[src/rtl/rtg_pkg.sv]
package rtg_pkg;
   typedef enum logic [1:0] {
      MODE_ASYNC     = 2'b00,
      MODE_SYNC      = 2'b01,
      MODE_CARD      = 2'b10,
      MODE_ASYNC_ALT = 2'b11
   } rtg_mode_e;

   localparam int ASYNC_FULL_LEN = 32;
   localparam int ASYNC_HALF_LEN = 16;
   localparam int SYNC_LEN       = 4;
endpackage

[src/rtl/rtg_rate_reg.sv]
module rtg_rate_reg #(
   parameter int RATE_W = 8
) (
   input  logic              clk,
   input  logic              rst_n,
   input  logic              wr,
   input  logic [RATE_W-1:0] wdata,
   input  logic              locked,
   output logic [RATE_W-1:0] rate
);
   generate
      if (RATE_W < 1 || RATE_W > 16) begin : g_bad_w
         $error("rtg_rate_reg: RATE_W out of range");
      end
   endgenerate

   always_ff @(posedge clk or negedge rst_n) begin
      if (!rst_n)               rate <= '1;
      else if (wr && !locked)   rate <= wdata;
   end

   // the value cannot move while the channel is enabled
   a_r2_locked_hold: assert property (@(posedge clk) disable iff (!rst_n)
      locked |=> $stable(rate));
   // reset value is all ones
   a_r1_reset_ones: assert property (@(posedge clk) disable iff (!rst_n)
      $rose(rst_n) |-> (rate == {RATE_W{1'b1}}));
endmodule

[src/rtl/rtg_prescaler.sv]
module rtg_prescaler #(
   parameter int SEL_W     = 2,
   parameter int STEP_LOG2 = 2
) (
   input  logic             clk,
   input  logic             rst_n,
   input  logic             en,
   input  logic [SEL_W-1:0] sel,
   output logic             pre_tick
);
   localparam int PRE_W = STEP_LOG2 * ((1 << SEL_W) - 1);

   generate
      if (SEL_W < 1 || SEL_W > 3) begin : g_bad_sel
         $error("rtg_prescaler: SEL_W out of range");
      end
      if (STEP_LOG2 < 1 || PRE_W > 24) begin : g_bad_step
         $error("rtg_prescaler: prescale range too large");
      end

      if (PRE_W == 0) begin : g_bypass
         assign pre_tick = en;
      end else begin : g_count
         logic [PRE_W-1:0] pc;
         logic [PRE_W-1:0] pc_last;

         assign pc_last  = PRE_W'((64'd1 << (STEP_LOG2 * int'(sel))) - 64'd1);
         assign pre_tick = en && (pc == pc_last);

         always_ff @(posedge clk or negedge rst_n) begin
            if (!rst_n)        pc <= '0;
            else if (!en)      pc <= '0;
            else if (pre_tick) pc <= '0;
            else               pc <= pc + 1'b1;
         end

         // prescaler is cleared while idle
         a_r8_pre_clear: assert property (@(posedge clk) disable iff (!rst_n)
            !en |=> (pc == '0));
      end
   endgenerate
endmodule

[src/rtl/rtg_reload_ctr.sv]
module rtg_reload_ctr #(
   parameter int RATE_W = 8
) (
   input  logic              clk,
   input  logic              rst_n,
   input  logic              en,
   input  logic              step,
   input  logic [RATE_W-1:0] limit,
   output logic              unit
);
   logic [RATE_W-1:0] rc;

   assign unit = en && step && (rc == limit);

   always_ff @(posedge clk or negedge rst_n) begin
      if (!rst_n)        rc <= '0;
      else if (!en)      rc <= '0;
      else if (unit)     rc <= '0;
      else if (step)     rc <= rc + 1'b1;
   end

   // reload counter is cleared while idle
   a_r8_rc_clear: assert property (@(posedge clk) disable iff (!rst_n)
      !en |=> (rc == '0));
   // counter never passes the programmed limit (limit is frozen while enabled)
   a_r3_rc_bound: assert property (@(posedge clk) disable iff (!rst_n)
      en |-> (rc <= limit));
endmodule

[src/rtl/rtg_fixed_div.sv]
module rtg_fixed_div #(
   parameter int FIX_W = 11
) (
   input  logic             clk,
   input  logic             rst_n,
   input  logic             en,
   input  logic             step,
   input  logic [FIX_W-1:0] last,
   input  logic             async_mode,
   output logic             bit_pulse,
   output logic             os_pulse
);
   logic [FIX_W-1:0] fc;
   logic             wrap;

   generate
      if (FIX_W < 6) begin : g_bad_fix
         $error("rtg_fixed_div: FIX_W must hold the asynchronous length");
      end
   endgenerate

   assign wrap = en && step && (fc == last);

   always_ff @(posedge clk or negedge rst_n) begin
      if (!rst_n)        fc <= '0;
      else if (!en)      fc <= '0;
      else if (wrap)     fc <= '0;
      else if (step)     fc <= fc + 1'b1;
   end

   always_ff @(posedge clk or negedge rst_n) begin
      if (!rst_n) begin
         bit_pulse <= 1'b0;
         os_pulse  <= 1'b0;
      end else begin
         bit_pulse <= wrap;
         os_pulse  <= en && step && async_mode && fc[0];
      end
   end

   // no output pulses one cycle after being idle
   a_r8_idle_quiet: assert property (@(posedge clk) disable iff (!rst_n)
      !en |=> (!bit_pulse && !os_pulse));
   // oversampling only in asynchronous modes
   a_r6_no_os_other_modes: assert property (@(posedge clk) disable iff (!rst_n)
      !async_mode |=> !os_pulse);
   // each bit tick coincides with an oversampling tick in asynchronous mode
   a_r4_bit_on_os: assert property (@(posedge clk) disable iff (!rst_n)
      (bit_pulse && $past(async_mode)) |-> os_pulse);
endmodule

[src/rtl/rate_tick_gen.sv]
module rate_tick_gen
   import rtg_pkg::*;
#(
   parameter int RATE_W    = 8,
   parameter int SEL_W     = 2,
   parameter int STEP_LOG2 = 2,
   parameter int SDIV_W    = 10
) (
   input  logic              clk,
   input  logic              rst_n,
   input  logic              reg_wr,
   input  logic [RATE_W-1:0] reg_wdata,
   output logic [RATE_W-1:0] reg_rdata,
   input  logic [SEL_W-1:0]  clk_sel,
   input  logic [1:0]        mode_sel,
   input  logic              half_rate,
   input  logic [SDIV_W-1:0] sc_div,
   input  logic              tx_en,
   input  logic              rx_en,
   output logic              bit_tick,
   output logic              os_tick
);
   localparam int FIX_W = SDIV_W + 1;

   generate
      if (SDIV_W < 5) begin : g_bad_sdiv
         $error("rate_tick_gen: SDIV_W too small for the fixed divider");
      end
   endgenerate

   logic             chan_en;
   logic             pre_tick;
   logic             unit;
   logic             async_mode;
   logic [FIX_W-1:0] fix_last;
   rtg_mode_e        mode;

   assign chan_en    = tx_en || rx_en;
   assign mode       = rtg_mode_e'(mode_sel);
   assign async_mode = (mode == MODE_ASYNC) || (mode == MODE_ASYNC_ALT);

   always_comb begin
      unique case (mode)
         MODE_SYNC: fix_last = FIX_W'(SYNC_LEN - 1);
         MODE_CARD: fix_last = {sc_div, 1'b0} - 1'b1;
         default:   fix_last = half_rate ? FIX_W'(ASYNC_HALF_LEN - 1)
                                         : FIX_W'(ASYNC_FULL_LEN - 1);
      endcase
   end

   rtg_rate_reg #(.RATE_W(RATE_W)) u_rate (
      .clk    (clk),
      .rst_n  (rst_n),
      .wr     (reg_wr),
      .wdata  (reg_wdata),
      .locked (chan_en),
      .rate   (reg_rdata)
   );

   rtg_prescaler #(.SEL_W(SEL_W), .STEP_LOG2(STEP_LOG2)) u_pre (
      .clk      (clk),
      .rst_n    (rst_n),
      .en       (chan_en),
      .sel      (clk_sel),
      .pre_tick (pre_tick)
   );

   rtg_reload_ctr #(.RATE_W(RATE_W)) u_reload (
      .clk   (clk),
      .rst_n (rst_n),
      .en    (chan_en),
      .step  (pre_tick),
      .limit (reg_rdata),
      .unit  (unit)
   );

   rtg_fixed_div #(.FIX_W(FIX_W)) u_fixed (
      .clk        (clk),
      .rst_n      (rst_n),
      .en         (chan_en),
      .step       (unit),
      .last       (fix_last),
      .async_mode (async_mode),
      .bit_pulse  (bit_tick),
      .os_pulse   (os_tick)
   );

   // ticks only appear while the channel is enabled
   a_r8_no_tick_idle: assert property (@(posedge clk) disable iff (!rst_n)
      (bit_tick || os_tick) |-> $past(chan_en));
endmodule

[config.mk]
export PLATFORM = sky130hd
export DESIGN_NAME = rate_tick_gen
export DESIGN_NICKNAME = d
export VERILOG_FILES = /design/src/rtl/rtg_pkg.sv /design/src/rtl/rtg_rate_reg.sv /design/src/rtl/rtg_prescaler.sv /design/src/rtl/rtg_reload_ctr.sv /design/src/rtl/rtg_fixed_div.sv /design/src/rtl/rate_tick_gen.sv
export SDC_FILE = /design/constraint.sdc
export NUM_CORES = 1
export LEC_CHECK = 0
export ABC_CLOCK_PERIOD_IN_PS = 2210
export BUFFER_PORTS_ARGS = -buffer_cell sky130_fd_sc_hd__buf_2
export CELL_PAD_IN_SITES_DETAIL_PLACEMENT = 1
export CELL_PAD_IN_SITES_GLOBAL_PLACEMENT = 1
export CORE_MARGIN = 2
export CORE_UTILIZATION = 42
export DETAILED_ROUTE_END_ITERATION = 6
export PLACE_DENSITY = 0.9
export SYNTH_ARGS = -nofsm -noshare
export SYNTH_HDL_FRONTEND = slang
export SYNTH_SLANG_ARGS = --single-unit
[constraint.sdc]
create_clock -name clk -period 2.21 [get_ports clk]
set_input_delay 0.5525 -clock clk [delete_from_list [all_inputs] [get_ports clk]]
set_output_delay 0.5525 -clock clk [all_outputs]
set_load 0.05 [all_outputs]
==> flow_summary_export.csv, run 1 <==
group,metric,value,unit
global_routing,gr-usage-all-layers,25.0,%
floorplan,die_width,76.2,um
clock_tree,cts.clk_slew.worst_paths,0.07,ns
global_routing,met3_usage,4.15,%
logic_synthesis,synth_flop_cell,"dfrtp_1",
clock_tree,cts_max_level,2,
floorplan,io_pins,38,
clock_tree,cts_tree,"done",
global_routing,grt_pass1_wl,11600,um
sta,max_freq,379,MHz
critical_path,reg2regPathDepth,8,
clock_tree,clk_latency,0.29,ns
critical_path,worstPathArrival,2.81,ns
clock_tree,cts_hold_buffers,0,
sta,fin_setup_tns,-4.34,ns
sta,hold_viol,0,
logic_synthesis,yosysTopAreaCell,"dfrtp_1",
pwr,p_sw_share,35.0,%
drt,routed_wl,7000,um
global_routing,globalRoute.totalOverflow,0,
critical_path,path_class,"input pin to flip-flop",
cells_and_area,multiInputGateArea,0.00134,mm2
drt,drt_iter0_markers,78,
logic_synthesis,synth_top_family_by_area,"simple AND/OR/NAND/NOR gates",
logic_synthesis,netlist_area,0.00219,mm2
clock_tree,ctsRootBufferMaster,"clkbuf_8",
pwr,p_int,1.20,mW
sta,finalWorstSetupSlack,-0.426,ns
logic_synthesis,muxShareOfSynthArea,6.00,%
sta,tightest_slew,0.811,ns
cells_and_area,drive_above_1_share,36.4,%
critical_path,r2r_setup_slack,-0.02,ns
critical_path,worstPathRequired,2.38,ns
logic_synthesis,synth-xor-area-share,12.0,%
logic_synthesis,synthCells,237,
critical_path,worstSetupStartpoint,"sc_div[0]",
cells_and_area,register_area,886,um2
floorplan,initial_core_util,43.1,%
global_routing,grtUsageMet2,43.3,%
sta,min_period,2.64,ns
drt,remaining_drc_errors,0,
drt,vias,2171,
global_routing,grt_max_degree,36,
run_status,status,"finished with violations",
cells_and_area,fillers,600,
placed_design,dp_hpwl,4720,um
logic_synthesis,synth_edf_count,0,
floorplan,dieArea,0.00580,mm2
logic_synthesis,syn-mean-instance-area,9.23,um2
logic_synthesis,seq_area_frac_synth,40.5,%
pwr,cellLeakagePower,1.28,nW
min_path,hold_path.class,"input pin to asynchronous set/reset pin",
logic_synthesis,synth_nets,271,
logic_synthesis,synth_area_leaders,"dfrtp_1 31%, dfstp_2 9.6%, xor2_1 8.0%, mux2_2 4.6%, xnor2_1 4.0%",
global_routing,grt_pass1_vias,2326,
drt,wl_per_cell,18.8,um
logic_synthesis,yosysMostFrequentCell,"dfrtp_1",
pwr,power.density,648,mW/mm2
logic_synthesis,synth-seq-cells,35,
global_routing,antenna_found_initial,0,
placed_design,place_congestion,0.795,
critical_path,start_kind,"input pin",
pwr,comb_power_share,29.7,%
critical_path,r2r-start,"u_pre.g_count.pc[0]$_DFF_PN0_",
drt,drtAntennaViolNets,0,
sta,maxSlewViolCount,0,
placed_design,place_area,0.00264,mm2
sta,fin_worst_skew,0.00999,ns
critical_path,timing.rr.end,"u_fixed.fc[5]$_DFFE_PN0P_",
global_routing,top_usage_layer,"met2",
clock_tree,numCtsBuffers,5,
drt,via_per_inst,5.84,
critical_path,cp-end-kind,"flip-flop",
cells_and_area,area_growth_syn_to_layout,30.0,%
placed_design,port_buffers,37,
logic_synthesis,synth_cell_type_count,42,
global_routing,grtUsageMet1,31.4,%
clock_tree,clock-sinks,35,
drt,firstDrtPassIters,4,
critical_path,crit_path_max_fanout,5,
job,maxCapViolCount,0,
floorplan,num_rows,26,
clock_tree,clockBufferDepth,2,
logic_synthesis,synth_top_area_share,30.9,%
cells_and_area,stdcell_area,0.00285,mm2
logic_synthesis,synth-simple-area-share,23.7,%
floorplan,core-area,0.00507,mm2
logic_synthesis,synth-compound-area-share,11.8,%
sta,finalSetupViolations,11,
logic_synthesis,synthTopCellsByCount,"27 x dfrtp_1, 21 x nor2_1, 20 x xor2_1",
sta,fin_crit_sh,119,%
logic_synthesis,ys_async_sr_fraction,100,%
sta,relSlewSlack,45.9,%
cells_and_area,nets,335,
pwr,p_seq_share,44.2,%
logic_synthesis,synth_fa_ha_area_share,3.43,%
pwr,vdd_drop_max,0.424,mV
logic_synthesis,ys_warn_count,0,
sta,rsz0062_at_grt,"true",
cells_and_area,diodes,0,
floorplan,fp.dieH,76.2,um
run_status,violations,"negative setup slack",
pwr,p_sw,0.644,mW
pwr,clkPwrFrac,26.1,%
## flip-flops by register name, indices dropped and copies added, names as in the netlist
| signal | count |
|---|---|
| u_fixed.bit_pulse | 1 |
| u_fixed.fc | 11 |
| u_fixed.os_pulse | 1 |
| u_reload.rc | 8 |
| u_pre.g_count.pc | 6 |
| u_rate.rate | 8 |
## power by group through the flow
stage	combinational (mW)	clock, mW	sequential [mW]
finish	0.548	0.480	0.814
global route	0.591	0.517	0.828
CTS	0.542	0.493	0.813
detailed placement	0.514	0	0.825
global placement	0.490	0	0.820
floorplan	0.230	0	0.914
## layout by cell type (no fill, tap or decap), drive strengths merged, types with 5 or more instances in the layout
cell    count
or3         5
buf        64
nand2      17
o21ai      11
nor2       21
a21oi      12
nor4        7
ha          6
xnor2      10
inv         8
dfrtp      27
dfstp       8
nand3      12
and3       10
xor2       20
nor3        9
clkbuf      7
mux2        9
## worst max-delay path by stage
stage	to	slack, ns	cells past startpoint
final	u_fixed.fc[5]$_DFFE_PN0P_	-0.43	11
after global routing	u_fixed.fc[7]$_DFFE_PN0P_	-0.52	11
after CTS	u_fixed.fc[7]$_DFFE_PN0P_	-0.40	11
after detailed placement	u_fixed.fc[1]$_DFFE_PN0P_	-0.76	11
after global placement	u_fixed.fc[10]$_DFFE_PN0P_	-0.65	11
after floorplan	u_fixed.fc[6]$_DFFE_PN0P_	-0.52	8
## metal layers
layer / vias up / share of wire, %
li1: 981 / -
met1: 1113 / 44
met2: 60 / 51
met3: 17 / 3.4
met4: 0 / 2.2
met5: - / 0
## repair_timing
item | 4_1_cts | 5_1_grt
cloned | 1 | 0
resized for setup | 17 | 8
pin swaps | 1 | 0
setup buffers | 1 | 0
setup endpoints to repair | 11 | 18
## final cells by class
| cell class | count | area share (%) |
|---|---|---|
| clock buffer | 7 | 3.03 |
| clock inverter | 1 | 0.176 |
| inverter | 8 | 1.23 |
| multi-input combinational | 187 | 47.0 |
| sequential | 35 | 31.1 |
| tap | 70 | 3.08 |
| timing repair buffer | 64 | 14.3 |
## worst max-delay path: stages
cell and delay, ns:
buf_8 0.11, inv_6 0.05, ha_4 0.12, or4b_4 0.48, or4_4 0.44, xor2_2 0.16
nor3_1 0.05, nand3b_1 0.24, nor4_4 0.33, buf_4 0.21, nor3b_1 0.06
## through the flow
step	hold WS, ns	utilization, %	instances	total power [mW]	worst slack [ns]
global route	0.387	56.1	372	1.94	-0.517
floorplan	0.257	-	237	1.14	-0.515
finish	0.352	56.1	372	1.84	-0.426
detailed placement	0.556	52.0	362	1.34	-0.756
global placement	0.537	52.0	362	1.31	-0.647
CTS	0.364	55.6	372	1.85	-0.400
## cells by family after synthesis
family | Yosys count
and+or+nand+nor | 97
AOI/OAI and AO/OA | 42
DFF | 35
xor gates and xnor gates | 30
buffers and inverters | 15
muxes | 12
adders and majority gates | 6
No activity file was read; power rests on OpenSTA's default activity.
==> run 2: changes to the inputs <==
--- a/config.mk
+++ b/config.mk
@@ -9,7 +9,6 @@
 export BUFFER_PORTS_ARGS = -buffer_cell sky130_fd_sc_hd__buf_2
 export CELL_PAD_IN_SITES_DETAIL_PLACEMENT = 1
 export CELL_PAD_IN_SITES_GLOBAL_PLACEMENT = 1
-export CORE_MARGIN = 2
 export CORE_UTILIZATION = 42
 export DETAILED_ROUTE_END_ITERATION = 6
 export PLACE_DENSITY = 0.9
==> run 2 against run 1 <==
The flow still finishes with violations (negative setup slack). Count of clock-buffer cells in the layout fell by 2. Core utilization up 3.2 points. Non-clock buffer count up 3. Routed wire length is 13% higher. Hold slack got worse by 0.019 ns. Worst setup slack got worse by 0.035 ns. Clock skew decreased by 0.0052 ns. Total power grew 1.2%. Final area is 1.6% higher. Cell count stayed put.
==> flow_summary_export.csv, run 2 (synthesized netlist as in run 1, its figures left out) <==
group,metric,value,unit
cells_and_area,diodes,0,
drt,vias,2211,
global_routing,antenna_found_initial,0,
floorplan,initial_core_util,44.8,%
critical_path,path_class,"input pin to flip-flop",
clock_tree,ctsRootBufferMaster,"clkbuf_8",
cells_and_area,area_growth_syn_to_layout,32.1,%
placed_design,place_area,0.00265,mm2
sta,tightest_slew,0.797,ns
floorplan,num_rows,25,
cells_and_area,layout_common_cells,"35 x buf_2, 29 x buf_4, 27 x dfrtp_1",
cells_and_area,stdcell_area,0.00289,mm2
sta,fin_setup_tns,-4.69,ns
critical_path,cp-end-kind,"flip-flop",
drt,via_per_inst,5.94,
pwr,comb_power_share,30.5,%
clock_tree,clk_latency,0.29,ns
critical_path,crit_chain,"buf_8 -> or4_4 -> buf_4 -> or3_1 -> a21oi_1 -> o2111ai_2 -> nor4_4 -> buf_4 -> nor3b_1",
min_path,hold_path.class,"input pin to asynchronous set/reset pin",
run_status,status,"finished with violations",
floorplan,dieArea,0.00550,mm2
floorplan,fp.dieH,74.2,um
cells_and_area,largest_reg_flops,11,
sta,min_period,2.67,ns
cells_and_area,nets,338,
critical_path,worstPathArrival,2.85,ns
clock_tree,cts_tree,"done",
sta,fin_crit_sh,121,%
sta,finalWorstSetupSlack,-0.461,ns
placed_design,place_congestion,0.739,
clock_tree,cts_hold_buffers,0,
drt,drt_iter0_markers,184,
drt,dr_wl_met3,380,um
clock_tree,clock-sinks,35,
global_routing,grt_pass1_vias,2418,
cells_and_area,largest_registers,"u_fixed.fc: 11 flops, u_rate.rate: 8 flops, u_reload.rc: 8 flops",
pwr,finalPower,1.86,mW
cells_and_area,final_cells,372,
pwr,p_int,1.17,mW
global_routing,globalRoute.totalOverflow,0,
placed_design,dp_cells,361,
sta,fin_worst_skew,0.00478,ns
job,maxCapViolCount,0,
pwr,clkPwrFrac,25.7,%
sta,finalSetupViolations,11,
global_routing,gr-usage-all-layers,31.2,%
drt,wl_per_cell,21.3,um
clock_tree,cts.clk_slew.worst_paths,0.08,ns
critical_path,crit_path_max_fanout,5,
drt,firstDrtPassIters,4,
floorplan,die_width,74.2,um
drt,routed_wl,7940,um
floorplan,core-area,0.00488,mm2
clock_tree,numCtsBuffers,5,
placed_design,dp_hpwl,5010,um
cells_and_area,drive_above_1_share,38.0,%
sta,hold_viol,0,
cells_and_area,multiInputGateArea,0.00137,mm2
drt,drtAntennaViolNets,0,
critical_path,crit_top_cell,"buf_4",
pwr,cellLeakagePower,1.29,nW
critical_path,start_kind,"input pin",
sta,rsz0062_at_grt,"true",
critical_path,critical-path-top-delay-family,"simple AND/OR/NAND/NOR gates",
drt,top_layer_used,"met4",
global_routing,grt_max_degree,36,
placed_design,port_buffers,37,
critical_path,worstPathRequired,2.39,ns
clock_tree,clockBufferDepth,2,
floorplan,io_pins,38,
drt,route.met2.wl,4060,um
pwr,vdd_drop_max,0.454,mV
cells_and_area,fillers,583,
cells_and_area,mostFrequentLayoutCell,"buf_2",
critical_path,path_buf_inv,3,
sta,relSlewSlack,46.9,%
pwr,power.density,645,mW/mm2
cells_and_area,top_register,"u_fixed.fc",
sta,maxSlewViolCount,0,
clock_tree,cts_max_level,2,
critical_path,crit_slowest_cell,"or4_4",
pwr,p_sw,0.695,mW
cells_and_area,register_area,886,um2
pwr,p_seq_share,43.9,%
sta,max_freq,374,MHz
run_status,violations,"negative setup slack",
critical_path,cp_slowest_stage_delay,0.60,ns
pwr,p_sw_share,37.3,%
drt,wl_met1,3220,um
global_routing,grt_pass1_wl,12400,um
drt,remaining_drc_errors,0,
## run 2: changes by cell type in the layout (fill, tap and decap cells not counted), moves of 2 or more
cell and delta:
buf_4 +3, clkinvlp_4 +2, nor3_1 +2, nor3_2 -2, nor4_1 -2, nor4_4 +2, o21ai_1 -2
## run 2: area by class of cell
| type | instances | share of cell area, % |
|---|---|---|
| inverter | 8 | 1.21 |
| sequential | 35 | 30.6 |
| timing repair buffer | 67 | 14.9 |
| clock inverter | 3 | 0.692 |
| clock buffer | 5 | 2.38 |
| tap | 67 | 2.90 |
| multi-input combinational | 187 | 47.3 |
## run 2: layer usage
| metal | track usage, % | vias to the layer above |
|---|---|---|
| met4 | 15.8 | 0 |
| met2 | 55.5 | 97 |
| met5 | 0 | - |
| met3 | 5.96 | 30 |
| li1 | - | 992 |
| met1 | 35.6 | 1092 |
## run 2: worst paths after layout
kind	start	to	slack [ns]	cells after the start
setup / recovery	sc_div[0]	u_fixed.fc[4]$_DFFE_PN0P_	-0.46	9
hold / removal	rst_n	u_reload.rc[5]$_DFFE_PN0P_	0.33	1
setup reg to reg	u_rate.rate[0]$_DFFE_PN1P_	u_fixed.bit_pulse$_DFF_PN0_	-0.19	7
hold reg to reg	u_pre.g_count.pc[0]$_DFF_PN0_	u_pre.g_count.pc[0]$_DFF_PN0_	0.56	1
max in group asynchronous	rst_n	u_reload.rc[7]$_DFFE_PN0P_	1.36	1
min in group clk	reg_wdata[0]	u_rate.rate[0]$_DFFE_PN1P_	0.49	2
## run 2: power groups by stage
stage	Clock [mW]	Sequential [mW]	Combinational [mW]
global route	0.508	0.829	0.610
CTS	0.484	0.815	0.547
global placement	0	0.820	0.491
finish	0.479	0.818	0.568
detailed placement	0	0.827	0.524
floorplan	0	0.914	0.230
## run 2: through the flow
step	utilization, %	worst slack (ns)	hold WS, ns
2_1_floorplan	-	-0.515	0.257
3_3_place_gp	54.3	-0.661	0.538
3_5_place_dp	54.3	-0.857	0.550
4_1_cts	58.6	-0.350	0.366
5_1_grt	59.3	-0.527	0.376
6_report	59.3	-0.461	0.333
## run 2: timing repair
| action | in CTS | in global routing |
|---|---|---|
| cloned | 1 | 0 |
| setup endpoints to repair | 11 | 12 |
| buffers inserted | 3 | 0 |
| resized for setup | 22 | 6 |
| pin swaps | 6 | 2 |
## run 2: worst register-to-register path, delay by kind of cell, from the launching register on
family	cells	cell delay, ns
xor+xnor	1	0.10
flops	1	0.55
simple gates	5	1.44
compound gates	1	0.19
==> run 3: changes to the inputs <==
==> constraint.sdc (replaced) <==
create_clock -name clk -period 2.21 [get_ports clk]
set_input_delay 0.5525 -clock clk [delete_from_list [all_inputs] [get_ports clk]]
set_output_delay 0.5525 -clock clk [all_outputs]
set_load 0.1 [all_outputs]
==> run 3 against run 2 <==
The run still ends with negative setup slack left. Combinational power up 19%. Highest routed layer unchanged. Critical endpoint is now u_fixed.fc[10]$_DFFE_PN0P_. Total power is 9.2% higher. First-iteration DRC count decreased by 13%. Worst setup slack better by 0.053 ns. Count of clock-buffer cells in the layout up 2. Sequential share of layout area barely moved. Die area is the same. Core utilization up 0.85 points. Critical path type unchanged. Clock power rose by 13%. Register-to-register slack improved by 0.15 ns. Critical path depth stayed put.
==> flow_summary_export.csv, run 3 (synthesized netlist as in run 1, its figures left out) <==
group,metric,value,unit
drt,drt_iter0_markers,161,
sta,relSlewSlack,46.8,%
critical_path,start_kind,"input pin",
placed_design,place_area,0.00267,mm2
global_routing,grt_max_degree,36,
cells_and_area,largest_reg_flops,11,
drt,via_per_inst,5.92,
cells_and_area,stdcell_area,0.00293,mm2
job,maxCapViolCount,0,
sta,tightest_slew,0.798,ns
global_routing,grt_pass1_vias,2385,
pwr,cellLeakagePower,1.31,nW
clock_tree,cts.clk_slew.worst_paths,0.08,ns
floorplan,num_rows,25,
min_path,hold_path.class,"input pin to asynchronous set/reset pin",
critical_path,cp-end-kind,"flip-flop",
sta,rsz0062_at_grt,"true",
critical_path,worstPathRequired,2.40,ns
sta,min_period,2.62,ns
placed_design,port_buffers,37,
clock_tree,cts_max_level,2,
placed_design,place_congestion,0.809,
critical_path,worstPathArrival,2.81,ns
sta,finalWorstSetupSlack,-0.408,ns
floorplan,fp.dieH,74.2,um
sta,max_freq,382,MHz
critical_path,crit_path_max_fanout,6,
run_status,status,"finished with violations",
drt,drtAntennaViolNets,0,
cells_and_area,area_growth_syn_to_layout,34.0,%
clock_tree,cts_tree,"done",
cells_and_area,drive_above_1_share,38.7,%
cells_and_area,register_area,897,um2
floorplan,initial_core_util,44.8,%
global_routing,antenna_found_initial,0,
sta,hold_viol,0,
cells_and_area,top_register,"u_fixed.fc",
critical_path,timing.rr.end,"u_fixed.fc[4]$_DFFE_PN0P_",
clock_tree,clock-sinks,35,
sta,fin_crit_sh,118,%
clock_tree,cts_hold_buffers,0,
sta,fin_worst_skew,0.0132,ns
cells_and_area,diodes,0,
critical_path,reg2regPathDepth,8,
cells_and_area,largest_registers,"u_fixed.fc: 11 flops, u_rate.rate: 8 flops, u_reload.rc: 8 flops",
cells_and_area,nets,338,
cells_and_area,fillers,585,
global_routing,grt_pass1_wl,11800,um
clock_tree,clk_latency,0.30,ns
drt,remaining_drc_errors,0,
drt,wl_per_cell,20.8,um
floorplan,die_width,74.2,um
floorplan,dieArea,0.00550,mm2
drt,routed_wl,7730,um
floorplan,core-area,0.00488,mm2
sta,maxSlewViolCount,0,
global_routing,gr-usage-all-layers,29.6,%
drt,firstDrtPassIters,4,
clock_tree,clockBufferDepth,2,
run_status,violations,"negative setup slack",
placed_design,dp_hpwl,4870,um
critical_path,path_class,"input pin to flip-flop",
clock_tree,numCtsBuffers,5,
cells_and_area,multiInputGateArea,0.00138,mm2
drt,vias,2202,
placed_design,pre_cts_ws,-0.839,ns
pwr,power.density,694,mW/mm2
clock_tree,ctsRootBufferMaster,"clkbuf_8",
sta,finalSetupViolations,11,
critical_path,r2r_setup_slack,-0.04,ns
cells_and_area,layout_common_cells,"35 x buf_2, 28 x buf_4, 27 x dfrtp_1",
floorplan,io_pins,38,
global_routing,globalRoute.totalOverflow,0,
cells_and_area,mostFrequentLayoutCell,"buf_2",
pwr,vdd_drop_max,0.407,mV
critical_path,r2r-start,"u_rate.rate[5]$_DFFE_PN1P_",
run 3: cell count changes in the layout (fill, tap and decap cells not counted), moves of 2 or more:
| cell | change |
|---|---|
| dfstp_2 | -3 |
| clkbuf_8 | +2 |
| dfstp_4 | +3 |
| o21ai_1 | +2 |
| nor3_2 | +3 |
| nor3_1 | -3 |
run 3: stage by stage:
stage                     setup TNS, ns  total power, mW  hold WS (ns)  utilization [%]  std cells
after floorplan                   -5.29             1.26         0.257                -        237
after global placement            -6.84             1.43         0.529             54.7        362
after detailed placement          -8.80             1.47         0.536             54.7        362
after CTS                         -3.65             2.01         0.358             59.0        372
after global routing              -4.88             2.12         0.388             60.1        372
final                             -4.02             2.04         0.332             60.1        372
run 3: final cells by class:
class | instances | share of cell area (%)
multi-input combinational | 187 | 46.9
sequential | 35 | 30.6
timing repair buffer | 67 | 14.8
clock buffer | 7 | 3.28
tap | 67 | 2.86
inverter | 8 | 1.28
clock inverter | 1 | 0.256
run 3: metal layers:
layer / vias up / wire [um] / track usage [%]
met1: 1085 / 3040 / 36.0
li1: 984 / - / -
met3: 38 / 404 / 5.15
met2: 95 / 3870 / 51.3
met4: 0 / 418 / 12.8
met5: - / 0 / 0
run 3: what timing repair did:
action | 4_1_cts | 5_1_grt
gates resized for setup | 23 | 10
pin swaps | 5 | 1
gates cloned | 1 | 0
setup buffers | 2 | 1
endpoints found under the setup margin | 11 | 11
run 3: critical path, stage by stage:
cell and delay [ns]:
buf_8 0.11, or4_4 0.59, o31a_1 0.28, o21ai_2 0.14, xnor2_1 0.10, or3b_4 0.42, nor4_4 0.35, buf_6 0.20
o21ai_2 0.07
run 3: worst max path at each step:
stage / startpoint / end / slack, ns / depth (start not counted)
3_3_place_gp: sc_div[0] / u_fixed.fc[9]$_DFFE_PN0P_ / -0.64 / 11
4_1_cts: sc_div[0] / u_fixed.fc[3]$_DFFE_PN0P_ / -0.36 / 11
5_1_grt: sc_div[0] / u_fixed.fc[3]$_DFFE_PN0P_ / -0.49 / 9
6_report: sc_div[0] / u_fixed.fc[10]$_DFFE_PN0P_ / -0.41 / 9
2_1_floorplan: sc_div[1] / u_fixed.fc[6]$_DFFE_PN0P_ / -0.52 / 8
3_5_place_dp: sc_div[1] / u_fixed.fc[1]$_DFFE_PN0P_ / -0.84 / 9
run 3: power by group:
| part | total (mW) | switching [mW] | leakage [nW] | internal [mW] |
|---|---|---|---|---|
| Clock | 0.539 | 0.255 | 0.0505 | 0.284 |
| Combinational | 0.674 | 0.454 | 0.802 | 0.219 |
| Sequential | 0.823 | 0.0871 | 0.458 | 0.736 |
